[config.mk]
export PLATFORM = sky130hd
export DESIGN_NAME = stack_reg_xlat
export DESIGN_NICKNAME = d
export VERILOG_FILES = /design/src/rtl/stack_reg_xlat.sv
export SDC_FILE = /design/constraint.sdc
export NUM_CORES = 2
export LEC_CHECK = 0
export BUFFER_PORTS_ARGS = -buffer_cell sky130_fd_sc_hd__clkbuf_2
export CAP_MARGIN = 20
export CORE_UTILIZATION = 23
export CTS_CLUSTER_SIZE = 14
export DETAILED_ROUTE_END_ITERATION = 6
export PLACE_DENSITY = 0.42
export SLEW_MARGIN = 10
export SYNTH_ARGS = -nofsm -noshare
export SYNTH_HDL_FRONTEND = slang
export SYNTH_SLANG_ARGS = --single-unit
[constraint.sdc]
create_clock -name clk -period 83.2 [get_ports clk]
set_clock_uncertainty 0.15 [all_clocks]
set_input_delay 8.32 -clock clk [delete_from_list [all_inputs] [get_ports clk]]
set_output_delay 8.32 -clock clk [all_outputs]
set_load 0.01 [all_outputs]
[src/rtl/stack_reg_xlat.sv]
module stack_reg_xlat #(
  parameter int NPHYS = 32,
  parameter int DEPTH = 16,
  parameter int NBMK  = 8,
  parameter int IMM_W = 16,
  localparam int RW  = $clog2(NPHYS),
  localparam int SPW = $clog2(DEPTH + 1),
  localparam int BW  = $clog2(NBMK + 1)
) (
  input  logic             clk,
  input  logic             rst_n,
  input  logic             in_valid,
  output logic             in_ready,
  input  logic [2:0]       in_op,
  input  logic [1:0]       in_fn,
  input  logic [BW-1:0]    in_idx,
  input  logic [IMM_W-1:0] in_imm,
  input  logic             spill_ack,
  output logic             spill_req,
  output logic             illegal,
  output logic             uop_valid,
  input  logic             uop_ready,
  output logic [1:0]       uop_kind,
  output logic [1:0]       uop_fn,
  output logic [RW-1:0]    uop_src1,
  output logic [RW-1:0]    uop_src2,
  output logic [RW-1:0]    uop_dst,
  output logic [IMM_W-1:0] uop_imm
);
  localparam logic [2:0] OP_PUSH = 3'd0, OP_POP = 3'd1, OP_ALU = 3'd2, OP_BMK = 3'd3,
                         OP_ABMK = 3'd4, OP_ENTER = 3'd5, OP_RET = 3'd6;
  localparam logic [1:0] K_LOAD = 2'd0, K_MOV = 2'd1, K_ALU = 2'd2, K_RET = 2'd3;
  localparam int SLOTS = 1 << SPW;
  localparam int BSLOTS = 1 << BW;

  logic [RW-1:0]    stk [SLOTS];
  logic [RW-1:0]    bm  [BSLOTS];
  logic [SPW-1:0]   sp_q;
  logic [BW-1:0]    bcnt_q;
  logic             active_q;
  logic [NPHYS-1:0] free_q;

  int free_cnt;
  assign free_cnt = $countones(free_q);

  logic [SPW-1:0] sp_m1, sp_m2;
  logic [RW-1:0]  tos, nos, alloc;
  assign sp_m1 = sp_q - SPW'(1);
  assign sp_m2 = sp_q - SPW'(2);
  assign tos   = stk[sp_m1];
  assign nos   = stk[sp_m2];

  always_comb begin
    alloc = '0;
    for (int i = NPHYS - 1; i >= 0; i--)
      if (free_q[i]) alloc = RW'(i);
  end

  logic [RW-1:0]    ent_bm [BSLOTS];
  logic [NPHYS-1:0] ent_mask;
  always_comb begin
    int k;
    k = 0;
    ent_mask = '0;
    for (int j = 0; j < BSLOTS; j++) ent_bm[j] = bm[j];
    for (int i = 0; i < NPHYS; i++)
      if (free_q[i] && k < int'(in_idx) && k < NBMK) begin
        ent_bm[k] = RW'(i);
        ent_mask[i] = 1'b1;
        k++;
      end
  end

  logic bad, short, emits;
  logic bidx_bad;
  assign bidx_bad = (in_idx >= bcnt_q);
  always_comb begin
    bad = 1'b0;
    short = 1'b0;
    emits = 1'b0;
    case (in_op)
      OP_PUSH:  begin short = (sp_q == SPW'(DEPTH)) || free_cnt == 0; emits = 1'b1; end
      OP_POP:   bad = (sp_q == '0);
      OP_ALU:   begin bad = (sp_q < SPW'(2)); short = free_cnt == 0; emits = 1'b1; end
      OP_BMK:   begin bad = (sp_q == '0) || bidx_bad; emits = 1'b1; end
      OP_ABMK:  begin bad = (sp_q == '0) || bidx_bad; short = free_cnt == 0; emits = 1'b1; end
      OP_ENTER: begin bad = active_q || int'(in_idx) > NBMK; short = free_cnt < int'(in_idx); end
      OP_RET:   begin bad = !active_q; emits = 1'b1; end
      default:  bad = 1'b1;
    endcase
  end

  logic stall, acc, go;
  assign stall     = short && !bad;
  assign in_ready  = !spill_ack && (!uop_valid || uop_ready) && !stall;
  assign spill_req = in_valid && stall;
  assign acc       = in_valid && in_ready;
  assign go        = acc && !bad;

  always_ff @(posedge clk) begin
    if (!rst_n) begin
      sp_q      <= '0;
      bcnt_q    <= '0;
      active_q  <= 1'b0;
      free_q    <= '1;
      illegal   <= 1'b0;
      uop_valid <= 1'b0;
      uop_kind  <= '0;
      uop_fn    <= '0;
      uop_src1  <= '0;
      uop_src2  <= '0;
      uop_dst   <= '0;
      uop_imm   <= '0;
      for (int i = 0; i < SLOTS; i++) stk[i] <= '0;
      for (int j = 0; j < BSLOTS; j++) bm[j] <= '0;
    end else begin
      illegal <= acc && bad;
      if (spill_ack && sp_q != '0) begin
        for (int i = 0; i < SLOTS - 1; i++) stk[i] <= stk[i+1];
        free_q[stk[0]] <= 1'b1;
        sp_q <= sp_m1;
      end
      if (go) begin
        case (in_op)
          OP_PUSH: begin
            stk[sp_q] <= alloc;
            free_q[alloc] <= 1'b0;
            sp_q <= sp_q + SPW'(1);
          end
          OP_POP: begin
            free_q[tos] <= 1'b1;
            sp_q <= sp_m1;
          end
          OP_ALU: begin
            free_q[tos] <= 1'b1;
            free_q[nos] <= 1'b1;
            free_q[alloc] <= 1'b0;
            stk[sp_m2] <= alloc;
            sp_q <= sp_m1;
          end
          OP_ABMK: begin
            free_q[tos] <= 1'b1;
            free_q[alloc] <= 1'b0;
            stk[sp_m1] <= alloc;
          end
          OP_ENTER: begin
            free_q <= free_q & ~ent_mask;
            for (int j = 0; j < BSLOTS; j++) bm[j] <= ent_bm[j];
            bcnt_q <= in_idx;
            active_q <= 1'b1;
          end
          OP_RET: begin
            for (int j = 0; j < BSLOTS; j++)
              if (j < int'(bcnt_q)) free_q[bm[j]] <= 1'b1;
            bcnt_q <= '0;
            active_q <= 1'b0;
          end
          default: ;
        endcase
      end
      if (go && emits) begin
        uop_valid <= 1'b1;
        uop_fn    <= in_fn;
        uop_imm   <= '0;
        uop_src1  <= '0;
        uop_src2  <= '0;
        uop_dst   <= '0;
        case (in_op)
          OP_PUSH: begin uop_kind <= K_LOAD; uop_dst <= alloc; uop_imm <= in_imm; end
          OP_ALU:  begin uop_kind <= K_ALU; uop_src1 <= nos; uop_src2 <= tos; uop_dst <= alloc; end
          OP_BMK:  begin uop_kind <= K_MOV; uop_src1 <= tos; uop_dst <= bm[in_idx]; end
          OP_ABMK: begin uop_kind <= K_ALU; uop_src1 <= tos; uop_src2 <= bm[in_idx]; uop_dst <= alloc; end
          default: uop_kind <= K_RET;
        endcase
      end else if (uop_ready) begin
        uop_valid <= 1'b0;
      end
    end
  end

  a_r11_uop_hold: assert property (@(posedge clk) disable iff (!rst_n)
    uop_valid && !uop_ready |=> uop_valid && $stable(uop_kind) && $stable(uop_fn) &&
      $stable(uop_src1) && $stable(uop_src2) && $stable(uop_dst) && $stable(uop_imm));

  a_r10_spill_stalls: assert property (@(posedge clk) disable iff (!rst_n)
    spill_req |-> !in_ready);

  a_r6_alu_dst_fresh: assert property (@(posedge clk) disable iff (!rst_n)
    uop_valid && uop_kind == K_ALU |-> uop_dst != uop_src1 && uop_dst != uop_src2);

  a_r7_illegal_no_uop: assert property (@(posedge clk) disable iff (!rst_n)
    acc && bad |=> illegal && !uop_valid);

  a_r9_ret_release: assert property (@(posedge clk) disable iff (!rst_n)
    go && in_op == OP_RET && !spill_ack |=> free_cnt == $past(free_cnt) + $past(int'(bcnt_q)));
endmodule

# [Word level (Yosys, flattened, before mapping)]
# Memory sizes are Yosys's and may differ from the RTL's.
# Cells that the tools add are included.
[totals] regBits=79 latchBits=0 ramBits=240 romBits=0 inputBits=30 n_memories=2
[mem_list] memory="stk" words=32 word_bits=5 rd=34 rd_ports_with_merged_regs=0 wr=32 line="36" text="logic [RW-1:0] stk [SLOTS];"
[mem_list] memory="bm" words=16 word_bits=5 rd=17 rd_ports_with_merged_regs=0 wr=16 line="37" text="logic [RW-1:0] bm [BSLOTS];"
[classes] add_sub_neg=64 multipliers=0 div_mod_pow=0 magnitude_cmp=182 eq_ne=7 n_shift=0 muxes=379 bitwise_logic=193 n_reduce_logical=146
[ops] operator="$mux 32" n=90
[ops] operator="$mux 80" n=31
[ops] operator="$not 32->32" n=43
[ops] operator="$ge 32x5->1 const B" n=31
[ops] operator="$lt 32x1->1 const B" n=31
[ops] operator="$lt 32x5->1" n=31
[ops] operator="$lt 32x5->1 const B" n=31
[ops] operator="$add 32x2->32 const B" n=30
[ops] operator="$or 32x32->32" n=28
[ops] operator="$demux 5 s4" n=31
[ops] operator="$mux 5" n=119
[ops] operator="$and 48x48->48" n=10
[ops] operator="$not 48->48" n=10
[ops] operator="$or 48x48->48" n=10
[ops] operator="$and 32x32->32" n=14
[ops] operator="$and 64x64->64" n=5
[ops] operator="$not 64->64" n=5
[ops] operator="$or 64x64->64" n=5
[ops] operator="$pmux 32 s6" n=1
[ops] operator="$logic_and 1x1->1" n=122
[ops] operator="$lt 5x6->1 const B" n=19
[ops] operator="$demux 1 s5" n=19
[ops] operator="$ge 5x1->1 const B" n=19
[ops] operator="$and 16x16->16" n=5
[ops] operator="other kinds (43)" n=231

# [Depth between registers and ports, before layout]
[logic_depth] depth_word=131 depth_mapped=263 mapped_depth_nobuf=247

# [Least setup slack after synthesis]
# OpenSTA, ideal clock, no wires.
[synth_path] kind="input port to flip-flop" from="in in_idx[1]" to="mem bm[6][3] (netlist bit), data pin" arrival_time_ns=61.254 t_required_ns=82.890 slack_ns=21.636 path_stages=245 path_buffers=13 cell_sequence="inv_1 o211ai_1 and2_1 clkbuf_1 ha_1 ha_1 nor2_2 o31ai_2 mux2i_1 ha_1 o221a_4 a31oi_1 a21oi_1 o21ai_0 inv_1 ha_1 nor2_1 o211ai_1 [... 209 more ...] nor3_1 o31ai_1 a211oi_2 xnor2_2 inv_2 ha_1 a21o_1 a2111oi_2 nand2_1 nor3b_4 xnor2_1 ha_1 a21o_1 a211o_1 a211oi_4 nand2_1 o31a_1 a41oi_1"
[synth_lines] item="start, declared" line="16" text="input logic [BW-1:0] in_idx,"
[synth_lines] item="end, declared" line="37"

==> impl_metrics.json <==
{
  "drtIter0Drc": 4873,
  "tns_ns": 0,
  "ios": 69,
  "fillers": 17850,
  "grt_usage_pct": 22.36,
  "die_area_um2": 165900,
  "synth_area_leader_cell": "edfxtp_1",
  "clockBufferDepth": 3,
  "synth-edff-count": 240,
  "synth_area_um2": 37780,
  "cts.sinks": 319,
  "initial_utilization_pct": 23.18,
  "htreeDepth": 2,
  "critPathArrivalTime_ns": 71.89,
  "violations": "max-slew violations",
  "rows": 148,
  "min_period_ns": 71.61,
  "cts_tree": "done",
  "crit_fanout": 24,
  "slew_headroom_pct": -98.33,
  "numCtsBuffers": 41,
  "drive_gt1_share_pct": 11.99,
  "yosysWarningCount": 0,
  "worstSetupEndpointType": "flop",
  "critPathRequiredTime_ns": 83.48,
  "synth_top_area_share_pct": 19.08,
  "fin_crit_sh_pct": 86.07,
  "die_y_um": 407.3,
  "async_reset_ff_share_pct": 0,
  "grt_pass1_vias": 37340,
  "ys_top_cells_by_area": "edfxtp_1, ha_1, mux4_2, nand2_1, dfxtp_1",
  "timing.rr.end": "bm[6][3]",
  "cap_violations": 0,
  "core_um2": 163000,
  "slowest_delay_ns": 0.89,
  "drc": 0,
  "via_count": 40020,
  "worstHoldPathType": "flop to flop",
  "antenna_found_initial": 8,
  "drt-total-wl_mm": 193.9,
  "critPathSlowestCell": "a2111oi_1",
  "crit_path_start": "in_idx[1]",
  "place_congestion": 1.011,
  "antenna_left": 0,
  "synth.most_common_cell": "nand2_1",
  "insertion_delay_ns": 0.59,
  "hold_depth": 2,
  "rsz0062_at_grt": "no",
  "viasPerCell": 5.907,
  "grt_remaining_overflow": 0,
  "yosysSeqAreaShare_pct": 23.26,
  "synth_seq_cells": 319,
  "cts-root-buf": "clkbuf_16",
  "start_kind": "primary input",
  "nNetsFinal": 4842,
  "setup_violations": 0,
  "max_freq_mhz": 13.96,
  "cts_resized": 0,
  "synth.distinct_cells": 147,
  "drv_slew": 46,
  "hold_viol": 0,
  "synth_ff_type": "edfxtp_1",
  "final_cells": 6775,
  "grt_pass1_wl_mm": 277.9,
  "synth_area_per_cell_um2": 8.155,
  "postCtsHoldBufs": 0,
  "path_clk_slew_ns": 0.06,
  "post_cts_buffers": 0,
  "wl_per_cell_um": 28.63,
  "fp.dieW_um": 407.3,
  "grt_max_degree": 91,
  "status": "finished, violations left",
  "synth_common_cells": "nand2_1, nor2_1, o21ai_0",
  "cpMostUsedCell": "ha_1",
  "r2r-start": "free_q[0]",
  "crit_path_end": "bm[6][3]",
  "worstSetupPathType": "primary input to flop",
  "portBuffers": 68,
  "worstHoldStart": "uop_imm[11]",
  "worstMarginPinSlew_ns": 2.959,
  "r2r_cells": 234,
  "syn_inst": 4633,
  "reg2reg_slack_ns": 19.50,
  "dp_hpwl_mm": 150.5,
  "areaGrowthSynthToFinish_pct": 10.47,
  "drt-pass1-iter-count": 6,
  "dp.cells": 6701
}
## layout by cell type, fill, tap and decap left out, types with 39 or more instances in the layout
master	synthesis	routed
o221ai_1	45	45
a22oi_1	45	45
inv_1	162	159
or3_1	47	47
mux4_2	115	115
o22ai_1	158	158
o211ai_1	48	48
ha_1	219	218
nand3_1	225	225
nand2_1	522	522
a22o_1	91	91
a221oi_1	39	39
clkbuf_2	1	66
nor2b_1	40	40
dfxtp_1	79	77
and2_1	89	89
a31oi_1	75	75
a21o_1	49	49
a21oi_1	278	278
and3_1	58	58
nand2b_1	51	50
o21ai_0	311	309
clkbuf_16	0	42
nand3b_1	49	49
a211oi_1	43	43
edfxtp_1	240	240
nor3_1	145	145
nor2_1	420	416
buf_4	12	95
## cell type report
class / instances / area [um^2] / share of cell area [%]
Multi-Input combinational cell: 3854 / 27100 / 64.92
Timing Repair Buffer: 161 / 1044 / 2.500
Tap cell: 2175 / 2721 / 6.520
Clock buffer: 50 / 1091 / 2.614
Antenna cell: 3 / 7.507 / 0.01799
Clock inverter: 21 / 247.7 / 0.5935
Inverter: 192 / 735.7 / 1.763
Sequential cell: 319 / 8793 / 21.07
## worst min-delay path by stage
stage	to	slack (ns)
finish	uop_imm[11]	0.30
global route	uop_imm[11]	0.32
CTS	uop_imm[14]	0.30
detailed placement	uop_imm[14]	0.30
global placement	uop_imm[0]	0.29
floorplan	active_q	0.32
## per-layer routing
layer  track usage [%]  vias up  wire length, um
met3             3.498      342            14880
met5                 0        -               47
met2             34.09     2032            83850
met4             7.934        6             7840
met1             31.66    20020            87320
li1                  -    17630                -
## cell families (layout without fill, tap and decap cells)
kind of cell | after synthesis | in the layout | share of synthesized area (%)
AOI/OAI and AO/OA | 1501 | 1501 | 27.45
buffers and inverters | 461 | 424 | 5.193
muxes | 162 | 162 | 8.196
other | 2 | 6 | 0.01988
and+or+nand+nor | 1867 | 1867 | 24.37
adders and majority gates | 247 | 247 | 8.630
DFF | 319 | 319 | 23.26
xor gates and xnor gates | 74 | 74 | 2.875
## state kept, by name, indices dropped and copies added (netlist names), 2 cells and up
name / flops
stk: 160
bm: 80
free_q: 32
uop_imm: 16
sp_q: 5
uop_dst: 5
uop_src1: 5
uop_src2: 5
bcnt_q: 4
uop_fn: 2
uop_kind: 2
## stage by stage
stage / worst slack, ns / hold slack, ns / util [%] / area (um^2)
finish: 11.59 / 0.2996 / 25.61 / 41740
global route: 6.175 / 0.3223 / 25.61 / 41740
CTS: 12.20 / 0.3039 / 25.61 / 41730
detailed placement: 11.78 / 0.2959 / 24.79 / 40390
global placement: 13.79 / 0.2882 / 24.79 / 40390
floorplan: 21.64 / 0.3231 / - / 37790
## critical path: cells and delay by family
family	cells	cell delay [ns]
AOI/OAI and AO/OA	95	27.10
xor gates and xnor gates	10	2.84
adders and majority gates	30	8.96
buffers and inverters	29	4.43
muxes	10	3.81
and+or+nand+nor	64	16.21
Power is not shown: default switching activity piles up to over one toggle a cycle in this logic, so the estimate is an artifact.
